## src/rtl/icif_pkg.sv

```systemverilog
package icif_pkg;
  localparam int ID_W   = 10;
  localparam int SRC_W  = 3;
  localparam int PRIO_W = 8;
  localparam int DATA_W = 32;
  localparam int ADDR_W = 8;

  localparam logic [ID_W-1:0]   SPURIOUS_ID = 10'd1023;
  localparam logic [PRIO_W-1:0] IDLE_PRIO   = 8'hFF;

  localparam logic [ADDR_W-1:0] OFF_CTRL  = 8'h00;
  localparam logic [ADDR_W-1:0] OFF_MASK  = 8'h04;
  localparam logic [ADDR_W-1:0] OFF_ACK   = 8'h0C;
  localparam logic [ADDR_W-1:0] OFF_DONE  = 8'h10;
  localparam logic [ADDR_W-1:0] OFF_RUN   = 8'h14;
  localparam logic [ADDR_W-1:0] OFF_PEEK  = 8'h18;

  typedef struct packed {
    logic [SRC_W-1:0]  src;
    logic [ID_W-1:0]   id;
    logic [PRIO_W-1:0] prio;
  } act_entry_t;

  function automatic logic [DATA_W-1:0] pack_ident(logic [SRC_W-1:0] s, logic [ID_W-1:0] i);
    return {{(DATA_W-SRC_W-ID_W){1'b0}}, s, i};
  endfunction
endpackage

```

## src/rtl/icif_active_stack.sv

```systemverilog
module icif_active_stack
  import icif_pkg::*;
#(
  parameter int DEPTH = 16
) (
  input  logic                          clk,
  input  logic                          rst,
  input  logic                          push,
  input  act_entry_t                    push_entry,
  input  logic                          pop,
  output act_entry_t                    top_entry,
  output logic [$clog2(DEPTH+1)-1:0]    count,
  output logic                          empty,
  output logic                          full
);
  localparam int CW = $clog2(DEPTH+1);
  localparam int AW = (DEPTH > 1) ? $clog2(DEPTH) : 1;

  act_entry_t       mem [DEPTH];
  act_entry_t       top_q;
  logic [CW-1:0]    cnt_q;
  logic [CW-1:0]    wr_slot;
  logic [CW-1:0]    rd_slot;

  assign wr_slot = cnt_q - CW'(1);
  assign rd_slot = cnt_q - CW'(2);

  // storage below the top entry: single write port, one read port
  always_ff @(posedge clk) begin
    if (push && cnt_q != '0)
      mem[wr_slot[AW-1:0]] <= top_q;
  end

  always_ff @(posedge clk) begin
    if (rst) begin
      cnt_q <= '0;
      top_q <= '0;
    end else if (push) begin
      top_q <= push_entry;
      cnt_q <= cnt_q + CW'(1);
    end else if (pop) begin
      if (cnt_q >= CW'(2))
        top_q <= mem[rd_slot[AW-1:0]];
      cnt_q <= cnt_q - CW'(1);
    end
  end

  assign top_entry = top_q;
  assign count     = cnt_q;
  assign empty     = (cnt_q == '0);
  assign full      = (cnt_q == CW'(DEPTH));
endmodule

```

## src/rtl/icif_gate.sv

```systemverilog
module icif_gate
  import icif_pkg::*;
(
  input  logic              clk,
  input  logic              rst,
  input  logic              enable,
  input  logic              cand_valid,
  input  logic [PRIO_W-1:0] cand_prio,
  input  logic [PRIO_W-1:0] threshold,
  input  logic [PRIO_W-1:0] run_prio,
  input  logic              stack_full,
  output logic              qualify,
  output logic              irq_q
);
  assign qualify = enable && cand_valid && !stack_full &&
                   (cand_prio < threshold) && (cand_prio < run_prio);

  always_ff @(posedge clk) begin
    if (rst) irq_q <= 1'b0;
    else     irq_q <= qualify;
  end
endmodule

```

## src/rtl/irq_cpu_iface.sv

```systemverilog
module irq_cpu_iface
  import icif_pkg::*;
#(
  parameter int DEPTH = 16
) (
  input  logic               clk,
  input  logic               rst,
  input  logic               cand_valid,
  input  logic [ID_W-1:0]    cand_id,
  input  logic [SRC_W-1:0]   cand_src,
  input  logic [PRIO_W-1:0]  cand_prio,
  input  logic               bus_sel,
  input  logic               bus_wr,
  input  logic [ADDR_W-1:0]  bus_addr,
  input  logic [DATA_W-1:0]  bus_wdata,
  output logic [DATA_W-1:0]  bus_rdata,
  output logic               irq_o
);
  localparam int CW = $clog2(DEPTH+1);

  logic              ctrl_en;
  logic [PRIO_W-1:0] pmr_q;
  logic [DATA_W-1:0] rdata_q;
  logic              qualify;
  logic              irq_q;
  logic              push;
  logic              pop;
  logic              ack_rd;
  logic              eoi_wr;
  logic              stk_empty;
  logic              stk_full;
  logic [CW-1:0]     act_count;
  act_entry_t        top_entry;
  act_entry_t        new_entry;
  logic [PRIO_W-1:0] run_prio;

  assign run_prio = stk_empty ? IDLE_PRIO : top_entry.prio;

  assign ack_rd = bus_sel && !bus_wr && (bus_addr == OFF_ACK);
  assign eoi_wr = bus_sel &&  bus_wr && (bus_addr == OFF_DONE);
  assign push   = ack_rd && qualify;
  assign pop    = eoi_wr && !stk_empty &&
                  (bus_wdata == pack_ident(top_entry.src, top_entry.id));

  assign new_entry.src  = cand_src;
  assign new_entry.id   = cand_id;
  assign new_entry.prio = cand_prio;

  icif_gate gate_i (
    .clk        (clk),
    .rst        (rst),
    .enable     (ctrl_en),
    .cand_valid (cand_valid),
    .cand_prio  (cand_prio),
    .threshold  (pmr_q),
    .run_prio   (run_prio),
    .stack_full (stk_full),
    .qualify    (qualify),
    .irq_q      (irq_q)
  );

  icif_active_stack #(.DEPTH(DEPTH)) stack_i (
    .clk        (clk),
    .rst        (rst),
    .push       (push),
    .push_entry (new_entry),
    .pop        (pop),
    .top_entry  (top_entry),
    .count      (act_count),
    .empty      (stk_empty),
    .full       (stk_full)
  );

  // configuration registers
  always_ff @(posedge clk) begin
    if (rst) begin
      ctrl_en <= 1'b0;
      pmr_q   <= '0;
    end else if (bus_sel && bus_wr) begin
      if (bus_addr == OFF_CTRL) ctrl_en <= bus_wdata[0];
      if (bus_addr == OFF_MASK) pmr_q   <= bus_wdata[PRIO_W-1:0];
    end
  end

  // registered read path
  always_ff @(posedge clk) begin
    if (rst) begin
      rdata_q <= '0;
    end else if (bus_sel && !bus_wr) begin
      case (bus_addr)
        OFF_CTRL: rdata_q <= {{(DATA_W-1){1'b0}}, ctrl_en};
        OFF_MASK: rdata_q <= {{(DATA_W-PRIO_W){1'b0}}, pmr_q};
        OFF_ACK:  rdata_q <= qualify ? pack_ident(cand_src, cand_id)
                                     : pack_ident('0, SPURIOUS_ID);
        OFF_RUN:  rdata_q <= {{(DATA_W-PRIO_W){1'b0}}, run_prio};
        OFF_PEEK: rdata_q <= cand_valid ? pack_ident(cand_src, cand_id)
                                        : pack_ident('0, SPURIOUS_ID);
        default:  rdata_q <= '0;
      endcase
    end
  end

  assign bus_rdata = rdata_q;
  assign irq_o     = irq_q;
endmodule

```

## config.mk

```make
export PLATFORM = sky130hd
export DESIGN_NAME = irq_cpu_iface
export DESIGN_NICKNAME = d
export VERILOG_FILES = /design/src/rtl/icif_pkg.sv /design/src/rtl/icif_active_stack.sv /design/src/rtl/icif_gate.sv /design/src/rtl/irq_cpu_iface.sv
export SDC_FILE = /design/constraint.sdc
export NUM_CORES = 1
export LEC_CHECK = 0
export BUFFER_PORTS_ARGS = -buffer_cell sky130_fd_sc_hd__buf_4
export CAP_MARGIN = 20
export CORE_ASPECT_RATIO = 1.2
export CORE_MARGIN = 2
export CORE_UTILIZATION = 45
export DETAILED_ROUTE_END_ITERATION = 10
export PLACE_DENSITY = 0.63
export SLEW_MARGIN = 20
export SYNTH_ARGS = -nofsm -noshare
export SYNTH_HDL_FRONTEND = slang
export SYNTH_SLANG_ARGS = --single-unit
```

## constraint.sdc

```tcl
create_clock -name clk -period 11.9 [get_ports clk]
set_input_delay 1.785 -clock clk [delete_from_list [all_inputs] [get_ports clk]]
set_output_delay 1.785 -clock clk [all_outputs]
set_load 0.005 [all_outputs]
```

# After elaboration in Yosys (flattened, before gate mapping)
# Memories as Yosys holds them, arrays and structs flattened.
# Cells that the tools add are included.
[word_totals]
register_bits = 68
ram_bits = 336
inputBits = 66
out_inout_bits = 33
wordCells = 56
memories = 1
[memory_table]
columns = ["name", "depth", "word_bits", "rd", "rd_ports_with_merged_regs", "write_ports", "line", "source"]
rows = [
  ["stack_i.mem", 16, 21, 1, 0, 1, "icif_active_stack.sv:19", "act_entry_t mem [DEPTH];"],
]
[op_classes]
addsub = 3
n_lt_le_gt_ge = 3
n_eq_ne = 7
n_mux = 11
n_reduce_logical = 23
[ops]
columns = ["cell", "count"]
rows = [
  ["case mux 13 bit (5 select lines)", 1],
  ["2-to-1 mux 21 bit", 3],
  ["== test 32 x 13 -> 1 bit", 1],
  ["2-to-1 mux 13 bit", 2],
  ["== test 8 x 5 -> 1 bit, second input constant", 3],
  ["less-than comparator 8 bit", 2],
  ["logical AND 1 bit", 12],
  ["2-to-1 mux 5 bit", 2],
  ["== test 8 x 3 -> 1 bit, second input constant", 1],
  ["== test 8 x 4 -> 1 bit, second input constant", 1],
  ["zero test 8 bit", 1],
  ["2-to-1 mux 8 bit", 1],
  ["AND reduction 2 bit", 3],
  ["adder 5 x 1 -> 5 bit, second input constant", 1],
  ["== test 5 bit, second input constant", 1],
  ["greater-or-equal comparator 5 x 2 -> 1 bit, second input constant", 1],
  ["zero test 5 bit", 1],
  ["nonzero test 5 bit", 1],
  ["subtractor 5 x 1 -> 5 bit, second input constant", 1],
  ["nonzero test 2 bit", 2],
  ["subtractor 4 x 2 -> 4 bit, second input constant", 1],
  ["zero test 1 bit", 3],
  ["2-to-1 mux 1 bit", 2],
]

# Longest topological paths before layout
# Gate-level depths: netlist of the first run.
[depth]
word_depth = 9
ltp_mapped = 16
depth_no_buf = 11

# By module
# From an unflattened synthesis of the first run, not the netlist that was laid out.
[hier_totals]
hier_cells = 950
hier_area_um2 = 16243.1
[by_module_without_submodules]
columns = ["mod", "n_inst", "cells_per_inst", "area_per_inst_um2", "seq_area_each_um2"]
rows = [
  ["icif_active_stack", 1, 691, 14102.3, 10610.2],
  ["irq_cpu_iface", 1, 203, 1717.9, 440.4],
  ["icif_gate", 1, 56, 422.9, 20.0],
]

# Worst setup path before layout of the first run
# OpenSTA, ideal clock, no wires.
[synth_path]
kind = "reg2reg"
from = "register stack_i.cnt_q[0] (netlist: stack_i.count[0])"
to = "memory stack_i.mem[1][0] (netlist bit), enable pin"
setup_time_ps = 399
arrival_ps = 4228
required_time_ps = 11501
setup_slack_ps = 7273
path_stages_with_launch = 17
path_buffers = 5
synth_period_minus_slack_ps = 4627
path_cell_list = "dfxtp_1 -> buf_2 -> buf_2 -> buf_2 -> inv_1 -> ha_1 -> nor4b_4 -> clkbuf_1 -> nor2_1 -> ha_1 -> a21oi_1 -> nor2_1 -> a2111oi_2 -> nand4_1 -> or2_2 -> clkbuf_1 -> nor2_1"
[synth_via]
elab_chain_cells = 9
word_cells_on_any_way = 14
classes_between = "1 x add/sub; 1 x order compare; 1 x eq/ne; 3 x mux; 8 x reduce/logical"
[synth_rtl]
columns = ["item", "line", "source"]
rows = [
  ["start, declared", "icif_active_stack.sv:21", "logic [CW-1:0] cnt_q;"],
  ["start signal, assigned", "icif_active_stack.sv:40", "cnt_q <= cnt_q + CW'(1);"],
  ["start signal, assigned", "icif_active_stack.sv:44", "cnt_q <= cnt_q - CW'(1);"],
  ["branches (longest 9 deep; another with less-than comparator 8 bit)", "n/a", ""],
  ["end, declared", "icif_active_stack.sv:19", ""],
]
# Parallel ways; which one is timed is not known.

# Worst setup path in the final report of the first run
[layout_path]
from = "register stack_i.cnt_q[0] (netlist: stack_i.count[0])"
to = "memory stack_i.mem[10][14] (netlist bit), enable pin"
# Same word-level chain as after synthesis.

==> run_results.csv, run 1 <==
group,metric,value,unit
timing,worst_hold_slack_after_final_layout,471,ps
yosys,postSynth.topFlopCell,"edfxtp_1",
layout,antenna_cells,0,
pwr,pwr_density_cell,141,nW/um^2
timing,report.final.hold_viol_count,0,
timing,max_freq,0.207,GHz
routing,drt_first_iter_violations,846,
routing,drt-pass1-iter-count,5,
clock_tree,clk_latency,530,ps
routing,routed_wl,39800,um
pwr,max-vdd-ir-drop,79.0,uV
clock_tree,clk_path_buf_depth,3,
layout,share_of_final_layout_standard_cells_stronger_than_drive_strength_1,25.7,%
yosys,synth_cell_type_count,66,
pwr,power_leakage,5.53,nW
placed_design,io_buffer_count,79,
layout,finalNetCount,1119,
critical_path,critPathMaxFanout,32,
die,coreArea,35100,sq um
grt,grt_start_max_net_pins,54,
clock_tree,cts.hold.buffers_added,0,
yosys,postSynth.asyncResetShare,0,%
yosys,synth.yosys.warnings,0,
timing,timing_max_transition_violations_final,0,
clock_tree,postCtsResizedCells,0,
layout,area_delta_synth_final,13.7,%
timing,worst_clock_skew,20.7,ps
grt,grtUsageTotal,21.7,%
min_path,timing.hold.worst.class,"register to register",
routing,drt_drc_violations_left,0,
timing,final_sum_of_negative_setup_slack,0,ps
grt,grt_pass1_vias,9181,
layout,final_util,52.0,%
routing,wl_per_cell,26.2,um
yosys,synth_cells,938,
yosys,synth.avg_cell_area,17.1,sq um
yosys,ys_ff_latch,385,
timing,post-route-min-period,4830,ps
critical_path,cp_data_arrival_time,5040,ps
die,placement_rows,75,
grt,global_route_wire_length_before_repair,58500,um
grt,globalRoute.totalOverflow,0,
routing,post_drt_via_cell_ratio,5.86,
timing,timing_worst_slew_pin_value,1140,ps
clock_tree,cts_buffers,37,
clock_tree,cts_num_sinks,385,
timing,rsz_0062_raised_after_global_routing,"no",
die,floorplan.die.width,176,um
timing,final.period_utilization,40.6,%
die,fp.dieH,211,um
placed_design,gpl.final_weighted_congestion,0.921,
critical_path,worst_setup_path_end_kind,"register",
routing,num_vias,8898,
critical_path,critPathRequiredTime,12110,ps
timing,timing.max_slew.rel_slack,24.2,%
yosys,syn-cell-area,16100,sq um
run_status,outcome,"complete, no violations",
die,fp.dieArea,37200,sq um
clock_tree,ctsHtreeMaxLevel,2,
yosys,synth_seq_area_share,69.0,%
die,start_util,45.7,%
run,drv.max_cap_violation_count,0,
die,pin_count,99,
critical_path,critical_path_source_type,"register",
routing,antenna_left,0,
timing,setup-violations-final,0,
clock_tree,tritoncts,"built",
clock_tree,post_cts.repair.setup_buffers,0,
grt,grt_antenna_before_repair,0,
clock_tree,clockRootBuffer,"clkbuf_16",
clock_tree,path_clk_slew,70,ps
critical_path,setup.worst_path.class,"register to register",
placed_design,hpwl_reported_at_the_end_of_detailed_placement,25600,um
yosys,number_of_synthesized_flops_with_an_enable_pin,336,
==> stage by stage <==
| step | cell area [sq um] | total power, W | cells | worst slack (ps) |
|---|---|---|---|---|
| after CTS | 18200 | 0.00259 | 1519 | 7030 |
| after global routing | 18200 | 0.00264 | 1519 | 6690 |
| after detailed placement | 17200 | 0.00152 | 1453 | 6880 |
| final | 18200 | 0.00257 | 1519 | 7070 |
| after floorplan | 16100 | 0.00150 | 956 | 7270 |
| after global placement | 17200 | 0.00152 | 1453 | 6890 |
==> layout make-up <==
class | instances | area, sq um
clock inverter | 16 | 85.1
fill | 2816 | 16800
timing repair buffer | 101 | 758
clock buffer | 50 | 1010
sequential | 385 | 11100
tap | 462 | 578
inverter | 23 | 86.3
multi-input combinational | 482 | 4660
==> worst max-delay path, stage by stage (launching register included) <==
cell,delay (ps)
dfxtp_4,520
inv_1,230
ha_1,180
nor4b_4,600
nor2_1,160
ha_1,340
a21oi_1,210
nor2_1,90
a2111oi_2,450
nand4_1,170
nand2b_1,390
nor2_2,770
buf_4,380
==> cell usage after synthesis, types with 3 or more instances <==
cell type,number,share of area [%]
inv_1,23,0.54
a21oi_1,19,0.59
o211ai_1,3,0.14
a22oi_1,9,0.42
mux2i_1,24,1.5
buf_2,18,0.56
o22ai_1,47,1.8
nor2_1,85,2.0
nand3_1,12,0.37
or3_1,3,0.12
mux4_2,87,12
a22o_1,7,0.38
a211oi_1,16,0.75
nand2_1,20,0.47
buf_4,19,0.89
clkbuf_1,26,0.61
nor2b_1,4,0.16
o32a_1,6,0.37
xnor2_1,14,0.76
edfxtp_1,336,63
nand4_1,10,0.39
dfxtp_1,49,6.1
nand2b_1,8,0.31
o21ai_0,11,0.34
xor2_1,3,0.16
nor4_1,6,0.23
ha_1,23,1.8
==> cell families after synthesis <==
family	Yosys count	synth area share (%)
AOI/OAI and AO/OA	135	5.92
and+or+nand+nor	174	5.75
adders and majority gates	23	1.79
muxes	114	13.9
other	1	0.0234
xor gates and xnor gates	17	0.928
buffers and inverters	89	2.71
DFF	385	69.0
==> flip-flops by register name, summed over array words and instances, names as in the netlist <==
name,cells
stack_i.top_entry,21
ctrl_en,1
stack_i.count,5
pmr_q,8
bus_rdata,13
stack_i.mem,336
gate_i.irq_q,1
==> report_power, final <==
part / switching (W) / leakage (nW) / internal [W] / total [W]
combinational: 0.0000270 / 1.94 / 0.0000220 / 0.0000490
clock: 0.000481 / 0.536 / 0.000595 / 0.00108
sequential: 0.0000000414 / 3.06 / 0.00145 / 0.00145
total: 0.000508 / 5.53 / 0.00206 / 0.00257
==> path summary, 6_finish.rpt <==
path,cells after the start,slack [ps],from,endpoint
max,12,7070,stack_i.count[0],stack_i.mem[10][14]
max reg2reg,12,7070,stack_i.count[0],stack_i.mem[10][14]
min reg2reg,1,470,bus_rdata[12],bus_rdata[12]
min,1,470,bus_rdata[12],bus_rdata[12]
==> placed cells by master, fill, tap and decap left out, types with 22 or more instances in the layout <==
| cell type | Yosys | final |
|---|---|---|
| dfxtp_1 | 49 | 47 |
| edfxtp_1 | 336 | 336 |
| inv_1 | 23 | 23 |
| clkbuf_16 | 0 | 38 |
| mux2i_1 | 24 | 24 |
| nor2_1 | 85 | 69 |
| mux4_2 | 87 | 87 |
| ha_1 | 23 | 22 |
| buf_4 | 19 | 101 |
| o22ai_1 | 47 | 47 |
==> per-layer routing <==
metal | track usage (%) | wire (um) | vias up
met2 | 37.2 | 19700 | 325
met1 | 27.5 | 16000 | 4562
met4 | 9.26 | 1650 | 0
met3 | 3.38 | 2380 | 86
met5 | 0 | 0 | -
li1 | - | - | 3925
Power figures use the tool's default switching activity.
==> inputs of run 2 (changes only) <==
- clock period: 11.9 -> 4.58 ns (I/O delays scaled with it)
==> run 2 against run 1 <==
Compared with the run above:
- utilization is 1.2 points higher
- maximum frequency is 19% higher
- worst hold slack worse by 65 ps
- final cell count is 1.2% higher
- register-to-register slack worse by 6500 ps
- clock-buffer cell count is 11 lower
- flip-flop and latch count stayed put
- total power grew to 2.8 times the previous value
- final area is 2.3% higher
- critical endpoint is now stack_i.mem[0][11]
- highest routed layer unchanged
==> run_results.csv, run 2 (synthesis results as in run 1) <==
group,metric,value,unit
critical_path,critical_path.cell_chain,"inv_1 -> ha_1 -> nor4b_4 -> nor2_1 -> ha_1 -> o211ai_1 -> nor2_1 -> a2111oi_2 -> nand4_1 -> or2_2 -> nor2_2 -> buf_12",
critical_path,crit_family,"simple AND/OR/NAND/NOR gates",
clock_tree,cts.hold.buffers_added,0,
timing,report.final.hold_viol_count,0,
pwr,design_power_total,0.00723,W
timing,worst_hold_slack_after_final_layout,407,ps
timing,max_freq,0.247,GHz
layout,antenna_cells,0,
placed_design,placed_area,17300,sq um
placed_design,io_buffer_count,79,
layout,largest_reg_flops,336,
clock_tree,postCtsResizedCells,0,
layout,post-route-cell-area,18700,sq um
clock_tree,path_clk_slew,60,ps
layout,layout_commonest_cell,"edfxtp_1",
grt,grt_antenna_before_repair,0,
timing,rsz_0062_raised_after_global_routing,"no",
critical_path,critPathRequiredTime,4830,ps
die,fp.dieH,211,um
die,coreArea,35100,sq um
layout,footprint_of_the_multi_input_gates,4660,sq um
clock_tree,ctsHtreeMaxLevel,2,
timing,final.period_utilization,88.4,%
routing,num_vias,8972,
routing,drt_drc_violations_left,0,
timing,post-route-min-period,4050,ps
layout,n_fill_cell,2792,
run,drv.max_cap_violation_count,0,
critical_path,cp_slowest_cell,"nor4b_4",
placed_design,hpwl_reported_at_the_end_of_detailed_placement,26700,um
timing,final_sum_of_negative_setup_slack,0,ps
grt,global_route_wire_length_before_repair,58300,um
critical_path,worst-path-buf-inv,2,
timing,setup-violations-final,0,
run_status,outcome,"complete, no violations",
routing,antenna_left,0,
layout,finalNetCount,1136,
timing,timing_worst_slew_pin_value,1030,ps
clock_tree,post_cts.repair.setup_buffers,0,
critical_path,critPathMaxFanout,15,
timing,timing_max_transition_violations_final,0,
clock_tree,clk_latency,540,ps
layout,area_delta_synth_final,16.2,%
clock_tree,cts_num_sinks,385,
critical_path,cp_data_arrival_time,4300,ps
routing,drt_first_iter_violations,824,
layout,share_of_final_layout_standard_cells_stronger_than_drive_strength_1,28.0,%
pwr,max-vdd-ir-drop,207,uV
grt,grt_pass1_vias,9258,
die,start_util,45.7,%
timing,worst_clock_skew,17.6,ps
pwr,pwr_density_cell,388,nW/um^2
die,floorplan.die.width,176,um
grt,grtUsageTotal,21.2,%
clock_tree,cts_buffers,38,
critical_path,cpPeakStageDelay,610,ps
clock_tree,tritoncts,"built",
critical_path,worst_setup_path_end_kind,"register",
critical_path,critical_path_source_type,"register",
grt,globalRoute.totalOverflow,0,
die,pin_count,99,
clock_tree,clk_path_buf_depth,3,
die,fp.dieArea,37200,sq um
pwr,power_leakage,5.86,nW
clock_tree,clockRootBuffer,"clkbuf_16",
min_path,timing.hold.worst.class,"input port to register",
timing,timing.max_slew.rel_slack,30.8,%
layout,regArea,11100,sq um
routing,drt-pass1-iter-count,5,
placed_design,gpl.final_weighted_congestion,0.921,
placed_design,numPlacedInstances,1469,
routing,routed_wl,38800,um
routing,wl_per_cell,25.2,um
die,placement_rows,75,
routing,post_drt_via_cell_ratio,5.84,
grt,grt_start_max_net_pins,54,
critical_path,setup.worst_path.class,"register to register",
layout,finalNonFillerCells,1537,
layout,most-common-layout-cells,"edfxtp_1 (336), buf_4 (114), mux4_2 (87), nor2_1 (69)",
[run 2: per-stage QoR]
step | setup WS (ps) | utilization (%)
2_1_floorplan | -46.6 | -
3_3_place_gp | 673 | 49.3
3_5_place_dp | 578 | 49.3
4_1_cts | 556 | 53.2
5_1_grt | 237 | 53.2
6_report | 532 | 53.2
[run 2: final timing paths]
kind	start	endpoint	slack, ps	depth (start not counted)
max	stack_i.count[1]	stack_i.mem[0][11]	530	12
min reg2reg	bus_rdata[12]	bus_rdata[12]	480	1
max reg2reg	stack_i.count[1]	stack_i.mem[0][11]	530	12
min	bus_wdata[5]	pmr_q[5]	410	3
[run 2: layout make-up]
class / instances / share of cell area [%]
tap: 462 / 3.10
sequential: 385 / 59.4
inverter: 23 / 0.463
timing repair buffer: 117 / 4.91
clock buffer: 39 / 5.12
multi-input combinational: 482 / 25.0
clock inverter: 29 / 2.11
[run 2: per-layer routing]
metal	GRT usage, %	part of all wire, %	vias to the layer above
met1	27.7	41	4617
met4	6.95	2.8	0
li1	-	-	3949
met3	2.99	5.2	70
met2	36.8	51	336
met5	0	0	-
[run 2: report_power, final]
group          switching (W)  internal, W
Combinational      0.0000733    0.0000572
Sequential       0.000000110      0.00375
Clock                0.00131      0.00204
[run 2: worst reg2reg max path, delay by kind of cell (launching register included)]
family | cells | cell delay (ps)
buffers and inverters | 2 | 400
AO/OA/AOI/OAI | 2 | 570
AND/OR/NAND/NOR | 6 | 1930
flip-flops | 1 | 320
adder cells (fa/ha/maj) | 2 | 540
==> inputs of run 3 (changes only) <==
- ABC_AREA: default -> 1
==> run 3 against run 2 <==
Compared with the run above:
- total power fell by 3.1%
- sequential power barely moved
- first-iteration DRC count rose by 39%
- final area rose by 4.0%
- final cell count rose by 41%
- die area rose by 5.6%
- global-route usage rose by 2.3 points
- synthesized area rose by 5.7%
- via count rose by 37%
- clock power fell by 6.6%
- worst hold slack improved by 26 ps
- sequential share of layout area fell by 2.3 points
- highest routed layer unchanged
==> run_results.csv, run 3 <==
group,metric,value,unit
critical_path,critPathMaxFanout,14,
routing,antenna_left,0,
die,floorplan.die.width,181,um
clock_tree,ctsHtreeMaxLevel,2,
yosys,ys_ff_latch,385,
yosys,synth_cell_type_count,42,
clock_tree,tritoncts,"built",
timing,post-route-min-period,3680,ps
placed_design,io_buffer_count,79,
routing,met2RoutedLength,22800,um
yosys,synth.avg_cell_area,10.6,sq um
critical_path,critical_path_source_type,"register",
layout,footprint_of_the_multi_input_gates,5130,sq um
yosys,syn-cell-area,17000,sq um
pwr,design_power_total,0.00701,W
pwr,max-vdd-ir-drop,278,uV
yosys,synth_cells,1594,
placed_design,hpwl_reported_at_the_end_of_detailed_placement,29700,um
yosys,yosys.cell_count.top_type,"edfxtp_1",
layout,largest_reg_flops,336,
grt,global_route_wire_length_before_repair,70500,um
critical_path,worst_setup_path_end_kind,"register",
routing,post_drt_via_cell_ratio,5.65,
clock_tree,clk_path_buf_depth,3,
layout,area_delta_synth_final,14.3,%
yosys,synth_area_leader_cell,"edfxtp_1",
die,placement_rows,77,
clock_tree,cts.hold.buffers_added,0,
routing,routed.top_layer,"met4",
clock_tree,clk_latency,530,ps
min_path,timing.hold.worst.class,"input port to register",
clock_tree,cts_num_sinks,385,
critical_path,cp_data_arrival_time,3910,ps
critical_path,setup.worst_path.class,"register to register",
layout,regArea,11100,sq um
die,fp.dieH,217,um
yosys,synth.yosys.warnings,0,
clock_tree,postCtsResizedCells,0,
yosys,synth_seq_area_share,65.2,%
timing,max_freq,0.272,GHz
layout,finalNetCount,1758,
routing,routed_wl,46200,um
die,pin_count,99,
routing,wl_per_cell,21.3,um
placed_design,gpl.final_weighted_congestion,1.02,
layout,antenna_cells,0,
yosys,synth_commonest_cells,"edfxtp_1 (336), nor2_1 (266), o21ai_0 (230)",
routing,num_vias,12300,
yosys,postSynth.topFlopCell,"edfxtp_1",
placed_design,placement.setup.worst_slack,936,ps
routing,wl_met1,18300,um
routing,drt-pass1-iter-count,5,
timing,report.final.hold_viol_count,0,
timing,timing_max_transition_violations_final,0,
clock_tree,post_cts.repair.setup_buffers,0,
die,coreArea,37000,sq um
timing,rsz_0062_raised_after_global_routing,"no",
grt,grt_pass1_vias,11900,
routing,met3RoutedLength,2830,um
pwr,pwr_density_cell,361,nW/um^2
timing,worst_clock_skew,15.8,ps
clock_tree,cts_buffers,39,
timing,timing_worst_slew_pin_value,975,ps
run,drv.max_cap_violation_count,0,
pwr,power_leakage,6.52,nW
timing,postLayoutSetupSlackWorst,903,ps
critical_path,reg2reg_setup_slack,900,ps
yosys,number_of_synthesized_flops_with_an_enable_pin,336,
die,fp.dieArea,39300,sq um
timing,setup-violations-final,0,
grt,grt_antenna_before_repair,0,
grt,grtUsageTotal,23.5,%
run_status,outcome,"complete, no violations",
layout,n_fill_cell,3326,
grt,globalRoute.totalOverflow,0,
die,start_util,45.9,%
critical_path,critPathRequiredTime,4810,ps
yosys,synthTopCellsByArea,"edfxtp_1 (59%), o21ai_0 (6.8%), nor2_1 (5.9%), dfxtp_1 (5.8%), nand2_1 (4.8%)",
layout,most-common-layout-cells,"edfxtp_1 (336), nor2_1 (258), o21ai_0 (230), nand2_1 (219), buf_4 (117)",
clock_tree,path_clk_slew,60,ps
yosys,synth.top_cell.area_share,59.4,%
clock_tree,clockRootBuffer,"clkbuf_16",
grt,grt_start_max_net_pins,93,
layout,layout_commonest_cell,"edfxtp_1",
layout,share_of_final_layout_standard_cells_stronger_than_drive_strength_1,13.3,%
yosys,postSynth.asyncResetShare,0,%
timing,final.period_utilization,80.3,%
timing,timing.max_slew.rel_slack,35.0,%
routing,drt_drc_violations_left,0,
routing,drt_first_iter_violations,1147,
run 3: cell types whose count changed in the layout (fill, tap and decap cells not counted), moves of 14 or more:
cell,before,now
o21ai_0,11,230
nand2_1,20,219
nor2_1,69,258
mux4_2,87,0
inv_1,23,89
nand3_1,12,44
a21oi_1,19,48
mux2i_1,24,0
o221ai_1,0,22
o22ai_1,47,29
a211oi_1,16,0
nand4_1,10,25
o21ai_1,1,16
o211ai_1,3,17
run 3: cell families after synthesis:
kind of cell    share of synthesized area (%)
buf+inv                                  5.34
fa+ha+maj                                1.70
simple gates                             15.2
other cells                            0.0221
compound gates                           12.2
flops                                    65.2
xor+xnor                                0.361
run 3: final timing paths:
| check | start | endpoint | cells after the start |
|---|---|---|---|
| max | stack_i.count[2] | stack_i.mem[4][5] | 15 |
| min | bus_wdata[0] | pmr_q[0] | 3 |
| max reg2reg | stack_i.count[2] | stack_i.mem[4][5] | 15 |
| min reg2reg | bus_rdata[4] | bus_rdata[4] | 2 |
run 3: area by class of cell:
| type | count | share of cell area (%) |
|---|---|---|
| Clock inverter | 16 | 0.812 |
| Timing Repair Buffer | 123 | 5.18 |
| Clock buffer | 51 | 5.58 |
| Inverter | 94 | 1.83 |
| Sequential cell | 385 | 57.1 |
| Tap cell | 474 | 3.06 |
| Multi-Input combinational cell | 1026 | 26.4 |
run 3: critical path, cell delays in order (launching register included):
cell	delay, ps
dfxtp_1	540
nor2_4	80
nand3_2	120
inv_1	170
or2_2	340
inv_1	80
ha_1	230
nand2_1	70
nand2_1	70
nor4_4	260
buf_4	230
nand4_4	150
nor2_8	160
nand3_2	160
nor2_2	480
buf_12	220
run 3: where the power goes:
part / leakage, nW / switching [W] / internal, W
Combinational: 2.97 / 0.0000679 / 0.0000541
Sequential: 2.94 / 0.000000170 / 0.00375
Clock: 0.603 / 0.00130 / 0.00183
run 3: routing by layer:
layer	track usage, %	vias up
li1	-	5747
met1	29.6	5938
met2	40.3	476
met3	3.11	101
met4	11.4	0
met5	0	-
run 3: metrics by stage:
step / utilization (%) / cells / hold slack, ps / instance area (sq um) / setup TNS [ps]
floorplan: - / 1612 / 453 / 17000 / -41900
global placement: 49.0 / 2101 / 455 / 18100 / 0
detailed placement: 49.0 / 2101 / 460 / 18100 / 0
CTS: 52.4 / 2168 / 416 / 19400 / 0
global route: 52.4 / 2169 / 443 / 19400 / 0
finish: 52.4 / 2169 / 433 / 19400 / 0
